`config.mk`:
```
export PLATFORM = sky130hd
export DESIGN_NAME = dma2_engine
export DESIGN_NICKNAME = d
export VERILOG_FILES = /design/src/rtl/dma2_pkg.sv /design/src/rtl/dma2_chan_regs.sv /design/src/rtl/dma2_arb.sv /design/src/rtl/dma2_mover.sv /design/src/rtl/dma2_engine.sv
export SDC_FILE = /design/constraint.sdc
export NUM_CORES = 1
export LEC_CHECK = 0
export CAP_MARGIN = 20
export CORE_ASPECT_RATIO = 1.4
export CORE_MARGIN = 1.5
export CORE_UTILIZATION = 51
export CTS_BUF_LIST = sky130_fd_sc_hd__clkbuf_8
export DETAILED_ROUTE_END_ITERATION = 10
export HOLD_SLACK_MARGIN = 0.08
export PLACE_DENSITY_LB_ADDON = 0.25
export SETUP_SLACK_MARGIN = 0.3
export SYNTH_ARGS = -nofsm -noshare
export SYNTH_HDL_FRONTEND = slang
export SYNTH_SLANG_ARGS = --single-unit
```
`constraint.sdc`:
```
create_clock -name clk -period 4.2 [get_ports clk]
set_input_delay 0.63 -clock clk [delete_from_list [all_inputs] [get_ports clk]]
set_output_delay 0.63 -clock clk [all_outputs]
set_load 0.01 [all_outputs]
```
`src/rtl/dma2_pkg.sv`:
```
package dma2_pkg;

  typedef enum logic [2:0] {
    MV_IDLE,
    MV_FETCH_LO,
    MV_FETCH_HI,
    MV_STORE_LO,
    MV_STORE_HI
  } mv_state_e;

  // Control word, bit 0 at the bottom
  typedef struct packed {
    logic       irq_en;    // 8
    logic [1:0] dst_step;  // 7:6
    logic [1:0] src_step;  // 5:4
    logic       dst_io;    // 3
    logic       src_io;    // 2
    logic       word;      // 1
    logic       enable;    // 0
  } chan_ctrl_t;

  localparam logic [1:0] SEL_SRC  = 2'd0;
  localparam logic [1:0] SEL_DST  = 2'd1;
  localparam logic [1:0] SEL_CNT  = 2'd2;
  localparam logic [1:0] SEL_CTRL = 2'd3;

  // Pointer after one transfer: 01 up, 10 down, others hold
  function automatic logic [31:0] step_ptr(input logic [31:0] p,
                                           input logic [1:0]  code,
                                           input logic        word);
    logic [31:0] amt;
    amt = word ? 32'd2 : 32'd1;
    case (code)
      2'b01:   return p + amt;
      2'b10:   return p - amt;
      default: return p;
    endcase
  endfunction

  // A word on an odd address goes as two byte cycles
  function automatic logic needs_split(input logic word, input logic addr_lsb);
    return word & addr_lsb;
  endfunction

endpackage

```
`src/rtl/dma2_chan_regs.sv`:
```
module dma2_chan_regs
  import dma2_pkg::*;
#(
  parameter int AW = 20,
  parameter int CW = 16
) (
  input  logic          clk,
  input  logic          rst_n,
  input  logic          wr_en,
  input  logic [1:0]    wr_sel,
  input  logic [AW-1:0] wr_data,
  input  logic          drq,
  input  logic          xfer_done,
  output logic [AW-1:0] src,
  output logic [AW-1:0] dst,
  output chan_ctrl_t    ctrl,
  output logic          pend,
  output logic          done
);

  logic [CW-1:0] cnt;

  always_ff @(posedge clk) begin
    if (!rst_n) begin
      src  <= '0;
      dst  <= '0;
      cnt  <= '0;
      ctrl <= '0;
      done <= 1'b0;
    end else begin
      if (xfer_done) begin
        src <= AW'(step_ptr(32'(src), ctrl.src_step, ctrl.word));
        dst <= AW'(step_ptr(32'(dst), ctrl.dst_step, ctrl.word));
        cnt <= cnt - CW'(1);
        if (cnt == CW'(1)) begin
          done        <= 1'b1;
          ctrl.enable <= 1'b0;
        end
      end
      if (wr_en) begin
        case (wr_sel)
          SEL_SRC: src <= wr_data;
          SEL_DST: dst <= wr_data;
          SEL_CNT: cnt <= wr_data[CW-1:0];
          default: begin
            ctrl <= chan_ctrl_t'(wr_data[8:0]);
            done <= 1'b0;
          end
        endcase
      end
    end
  end

  assign pend = ctrl.enable && (cnt != '0) && drq;

endmodule

```
`src/rtl/dma2_arb.sv`:
```
module dma2_arb #(
  parameter int NCH = 2,
  localparam int CHW = $clog2(NCH)
) (
  input  logic [NCH-1:0] pend,
  output logic [CHW-1:0] pick,
  output logic           any
);

  // Lowest channel index wins
  always_comb begin
    pick = '0;
    for (int i = NCH - 1; i >= 0; i--) begin
      if (pend[i]) pick = CHW'(i);
    end
  end

  assign any = |pend;

endmodule

```
`src/rtl/dma2_mover.sv`:
```
module dma2_mover
  import dma2_pkg::*;
#(
  parameter int AW       = 20,
  parameter int CHW      = 1,
  parameter int BUS_CLKS = 4,
  localparam int TW      = $clog2(BUS_CLKS)
) (
  input  logic           clk,
  input  logic           rst_n,
  input  logic           any_pend,
  input  logic [CHW-1:0] pick,
  input  logic [AW-1:0]  cur_src,
  input  logic [AW-1:0]  cur_dst,
  input  chan_ctrl_t     cur_ctrl,
  input  logic [15:0]    bus_rdata,
  output logic [CHW-1:0] act_ch,
  output logic           idle,
  output logic           bus_last,
  output logic           xfer_end,
  output logic           bus_cyc,
  output logic           bus_wr,
  output logic           bus_io,
  output logic           bus_word,
  output logic [AW-1:0]  bus_addr,
  output logic [15:0]    bus_wdata
);

  mv_state_e state, state_nx;
  logic [TW-1:0] tick;
  logic [15:0]   hold;
  logic          src_split, dst_split;

  assign src_split = needs_split(cur_ctrl.word, cur_src[0]);
  assign dst_split = needs_split(cur_ctrl.word, cur_dst[0]);
  assign idle      = (state == MV_IDLE);
  assign bus_cyc   = !idle;
  assign bus_last  = bus_cyc && (tick == TW'(BUS_CLKS - 1));
  assign xfer_end  = bus_last && ((state == MV_STORE_LO && !dst_split) ||
                                  state == MV_STORE_HI);

  always_comb begin
    state_nx = state;
    case (state)
      MV_IDLE:     if (any_pend) state_nx = MV_FETCH_LO;
      MV_FETCH_LO: if (bus_last) state_nx = src_split ? MV_FETCH_HI : MV_STORE_LO;
      MV_FETCH_HI: if (bus_last) state_nx = MV_STORE_LO;
      MV_STORE_LO: if (bus_last) state_nx = dst_split ? MV_STORE_HI : MV_IDLE;
      MV_STORE_HI: if (bus_last) state_nx = MV_IDLE;
      default:     state_nx = MV_IDLE;
    endcase
  end

  always_ff @(posedge clk) begin
    if (!rst_n) begin
      state  <= MV_IDLE;
      tick   <= '0;
      act_ch <= '0;
      hold   <= '0;
    end else begin
      state <= state_nx;
      if (idle) begin
        tick <= '0;
        if (any_pend) act_ch <= pick;
      end else begin
        tick <= bus_last ? '0 : tick + TW'(1);
      end
      if (bus_last && state == MV_FETCH_LO) begin
        if (cur_ctrl.word && !src_split) hold <= bus_rdata;
        else                             hold[7:0] <= bus_rdata[7:0];
      end
      if (bus_last && state == MV_FETCH_HI) hold[15:8] <= bus_rdata[7:0];
    end
  end

  always_comb begin
    bus_wr    = 1'b0;
    bus_io    = 1'b0;
    bus_word  = 1'b0;
    bus_addr  = '0;
    bus_wdata = '0;
    case (state)
      MV_FETCH_LO: begin
        bus_io   = cur_ctrl.src_io;
        bus_word = cur_ctrl.word && !src_split;
        bus_addr = cur_src;
      end
      MV_FETCH_HI: begin
        bus_io   = cur_ctrl.src_io;
        bus_addr = cur_src + AW'(1);
      end
      MV_STORE_LO: begin
        bus_wr    = 1'b1;
        bus_io    = cur_ctrl.dst_io;
        bus_word  = cur_ctrl.word && !dst_split;
        bus_addr  = cur_dst;
        bus_wdata = bus_word ? hold : {8'h00, hold[7:0]};
      end
      MV_STORE_HI: begin
        bus_wr    = 1'b1;
        bus_io    = cur_ctrl.dst_io;
        bus_addr  = cur_dst + AW'(1);
        bus_wdata = {8'h00, hold[15:8]};
      end
      default: ;
    endcase
  end

endmodule

```
`src/rtl/dma2_engine.sv`:
```
module dma2_engine
  import dma2_pkg::*;
#(
  parameter int AW       = 20,
  parameter int CW       = 16,
  parameter int NCH      = 2,
  parameter int BUS_CLKS = 4,
  localparam int CHW     = $clog2(NCH)
) (
  input  logic           clk,
  input  logic           rst_n,
  input  logic           cfg_we,
  input  logic [CHW-1:0] cfg_ch,
  input  logic [1:0]     cfg_sel,
  input  logic [AW-1:0]  cfg_wdata,
  input  logic [NCH-1:0] drq,
  input  logic           cpu_req,
  output logic           cpu_gnt,
  output logic           bus_cyc,
  output logic           bus_wr,
  output logic           bus_io,
  output logic           bus_word,
  output logic [AW-1:0]  bus_addr,
  output logic [15:0]    bus_wdata,
  input  logic [15:0]    bus_rdata,
  output logic [NCH-1:0] done,
  output logic [NCH-1:0] irq
);

  logic [AW-1:0]  src_a  [NCH];
  logic [AW-1:0]  dst_a  [NCH];
  chan_ctrl_t     ctrl_a [NCH];
  logic [NCH-1:0] pend;
  logic [NCH-1:0] xfer_done;
  logic [CHW-1:0] pick, act_ch;
  logic           any_pend, mv_idle, bus_last, xfer_end;

  for (genvar i = 0; i < NCH; i++) begin : g_ch
    assign xfer_done[i] = xfer_end && (act_ch == CHW'(i));

    dma2_chan_regs #(.AW(AW), .CW(CW)) u_regs (
      .clk       (clk),
      .rst_n     (rst_n),
      .wr_en     (cfg_we && (cfg_ch == CHW'(i))),
      .wr_sel    (cfg_sel),
      .wr_data   (cfg_wdata),
      .drq       (drq[i]),
      .xfer_done (xfer_done[i]),
      .src       (src_a[i]),
      .dst       (dst_a[i]),
      .ctrl      (ctrl_a[i]),
      .pend      (pend[i]),
      .done      (done[i])
    );

    assign irq[i] = done[i] && ctrl_a[i].irq_en;
  end

  dma2_arb #(.NCH(NCH)) u_arb (
    .pend (pend),
    .pick (pick),
    .any  (any_pend)
  );

  dma2_mover #(.AW(AW), .CHW(CHW), .BUS_CLKS(BUS_CLKS)) u_mover (
    .clk       (clk),
    .rst_n     (rst_n),
    .any_pend  (any_pend),
    .pick      (pick),
    .cur_src   (src_a[act_ch]),
    .cur_dst   (dst_a[act_ch]),
    .cur_ctrl  (ctrl_a[act_ch]),
    .bus_rdata (bus_rdata),
    .act_ch    (act_ch),
    .idle      (mv_idle),
    .bus_last  (bus_last),
    .xfer_end  (xfer_end),
    .bus_cyc   (bus_cyc),
    .bus_wr    (bus_wr),
    .bus_io    (bus_io),
    .bus_word  (bus_word),
    .bus_addr  (bus_addr),
    .bus_wdata (bus_wdata)
  );

  assign cpu_gnt = cpu_req && mv_idle && !any_pend;

endmodule

```
==> results.tsv <==
stage	metric	value	unit
run_status	status	finished, final reports clean	
clock_network	CTS Sinks	154	
timing	fmax	252	MHz
cells_and_area	Final Util	59.6	%
floorplan	io pins	90	
detailed_routing	via/cell ratio	6.50	
cells_and_area	ratio of cells with drive above 1 in the final layout	11.1	%
grt	vias in the first global route	14100	
floorplan	Die Y	198	µm
floorplan	Initial Util	51.7	%
clock_network	Worst-path clk slew	0.10	ns
yosys	EDFF count, synth	0	
yosys	Synth area leader	dfxtp_1	
yosys	Compound-Gate Fraction of Synth Area	28.7	%
yosys	#FFs+latches synth	154	
yosys	Post-Synthesis Cells	1947	
yosys	Adder-Cell Fraction of Synth Area	2.56	%
cells_and_area	area delta synth->final	15.4	%
detailed_routing	drt drc	0	
yosys	Avg Cell Area, Syn	7.12	µm²
yosys	xor-xnor portion of the synthesized cell area	8.66	%
timing	final number of hold-violating endpoints	0	
critical_path	Critical Path RT	3.57	ns
yosys	Synth warnings	0	
critical_path	critical path launch point type	register	
cells_and_area	NumNets Final	2050	
critical_path	Critical Path AT	3.34	ns
placed_design	dpl cell area	15200	µm²
cells_and_area	fill cell count	2555	
detailed_routing	Via Count	15300	
critical_path	crit path capture type	primary output	
timing	Clock Skews	0.0194	ns
job	max-cap viol count	0	
detailed_routing	drt first pass iters	6	
cells_and_area	final instance area	16000	µm²
cells_and_area	ant diodes	0	
yosys	Unique masters post-synth	89	
timing	RSZ-0062 raised after global routing	yes	
pwr	Pwr per Cell Area	210	nW/µm²
pwr	leakage power	5.35	nW
yosys	asr flop ratio synth	0	%
yosys	main combinational cell family by area after synthesis	compound AO/OA/AOI/OAI gates	
clock_network	CTS Root Cell	clkbuf_8	
timing	Setup Viol. Count Final	0	
timing	Max-slew headroom	31.3	%
floorplan	Die Area	28200	µm²
floorplan	Core Region	26800	µm²
clock_network	insertion delay to the later sink of the worst-skew pair	0.50	ns
clock_network	hold_buf cts	0	
detailed_routing	antenna viol nets, final	0	
pwr	peak supply drop	0.000213	V
detailed_routing	final WL	49600	µm
floorplan	die width	142	µm
yosys	Mapped Nets	2018	
timing	pin slew with the least headroom to its limit	1.03	ns
detailed_routing	Routed WL per cell	21.1	µm
grt	GRT overflow	0	
yosys	ys flop type	dfxtp_1	
hold_path	Hold WC Path Type	reg -> reg	
timing	setup TNS	0	ns
yosys	register area share after synthesis	22.2	%
yosys	Synth Area in Simple Gates	24.8	%
grt	global-route wire length before repair	76700	µm
clock_network	Clock Path Buffers	2	
yosys	Syn Std Cell Area	13900	µm²
detailed_routing	initial DRC count	1315	
grt	GRT Total Usage	34.8	%
timing	Slew Limit Fails	0	
clock_network	Clock H-tree levels	4	
grt	largest net degree at the start of global routing	64	
critical_path	Crit Path Max Fanout	4	
clock_network	CTS Buf Count	17	
critical_path	Setup CP Type	reg -> out	
timing	crit share post-route	94.6	%
timing	final worst path period need	3.97	ns
clock_network	CTS tree	built	
yosys	Synth top area share	22.2	%
placed_design	number of port buffers	89	
grt	initial antenna violation count	2	
yosys	post-synthesis mux area share	6.06	%
placed_design	final RePlAce weighted congestion	0.983	
yosys	Area contributors post-synth	dfxtp_1, xnor2_1, a21oi_1	
placed_design	post-DP HPWL	35400	µm
floorplan	Std-Cell Rows	71	
[power by group]
part / switching, mW / leakage, nW / internal (mW) / total (mW)
clock: 0.749 / 0.208 / 0.463 / 1.21
sequential: 0.0619 / 1.25 / 1.50 / 1.56
combinational: 0.357 / 3.89 / 0.220 / 0.578
[path summary, 6_finish.rpt]
| kind | start | end | slack, ns | depth (start not counted) |
|---|---|---|---|---|
| setup / recovery | u_mover.state[1] | bus_addr[15] | 0.23 | 9 |
| hold / removal | u_mover.tick[0] | u_mover.tick[0] | 0.45 | 1 |
| hold reg to reg | u_mover.tick[0] | u_mover.tick[0] | 0.45 | 1 |
| setup reg to reg | g_ch[0].u_regs.ctrl[4] | g_ch[0].u_regs.src[19] | 0.77 | 13 |
[registers in the layout, summed over array words and instances (netlist names)]
register	flops
g_ch.u_regs.ctrl	18
g_ch.u_regs.dst	40
u_mover.hold	16
g_ch.u_regs.done	2
u_mover.tick	2
g_ch.u_regs.src	40
u_mover.act_ch	1
u_mover.state	3
g_ch.u_regs.cnt	32
[cell type report]
type	count	area, µm²	share of cell area [%]
clock buffer	17	234	1.46
clock inverter	15	188	1.17
inverter	58	218	1.36
multi-input combinational	1549	10100	62.9
sequential	154	3090	19.3
tap	365	457	2.86
timing repair buffer	199	1750	11.0
[through the flow]
step                hold WS [ns]  setup WS (ns)  std cells  power (mW)
floorplan                  0.408          0.451       1947        1.92
global placement           0.413          0.202       2313        2.13
detailed placement         0.421          0.175       2313        2.14
CTS                        0.443          0.125       2349        3.34
global route               0.462          0.168       2357        3.46
finish                     0.450          0.225       2357        3.35
[synthesized netlist by cell type (all sizes together) (14+ instances only)]
library cell	count
nand2	189
nor2	189
o21ai	158
a21oi	155
dfxtp	154
clkbuf	147
xnor2	93
nor3	60
mux2i	58
inv	54
a211oi	49
nand3	44
xor2	44
buf	39
nor4	32
a31oi	27
and2	26
or3	25
nand2b	24
ha	22
o22ai	20
nor2b	19
a32oi	18
a311oi	15
nand3b	14
o31ai	14
[kinds of logic after synthesis]
logic type      after synthesis
simple gates                700
compound gates              613
buf+inv                     244
flops                       154
xor+xnor                    137
mux                          73
fa+ha+maj                    26
[worst max-delay path, stage by stage (launching register included)]
cell	delay (ns)
dfxtp_2	0.35
or3b_4	0.45
buf_4	0.17
a211oi_2	0.18
o211ai_1	0.16
or4_4	0.52
or3_4	0.41
xnor2_1	0.15
o221ai_2	0.27
buf_2	0.19
[routing by layer]
layer | part of all wire [%] | track usage, % | vias up
met3 | 7.8 | 5.18 | 150
met4 | 6.1 | 21.6 | 0
li1 | - | - | 7163
met5 | 0 | 0 | -
met1 | 39 | 42.7 | 7308
met2 | 47 | 57.2 | 698
[layout by cell type (no fill, tap or decap), types with 11 or more instances in the layout]
master	instances
o211ai_1	13
nand3b_1	14
nor2b_1	19
a311oi_1	14
a221oi_1	13
a21oi_1	154
o21ai_0	149
inv_1	53
xnor2_1	91
nor2_1	186
mux2i_1	56
buf_4	103
nor4_1	30
o31ai_1	14
o22ai_1	15
a22o_1	11
clkbuf_8	17
nand2b_1	24
or4_1	11
nand4_1	13
a211oi_1	47
or3_1	22
a31oi_1	27
a22oi_1	13
clkdlybuf4s50_1	74
ha_1	21
and2_1	26
nand2_1	188
nor3_1	53
nand3_1	44
a32oi_1	18
dfxtp_1	151
a21o_1	12
xor2_1	44
[what timing repair did]
action	in CTS	in global routing
endpoints found under the setup margin	20	20
hold endpoints to repair	0	0
buffers inserted	4	8
resized for setup	46	32
pin swaps	6	13
(Power assumes the default switching activity.)
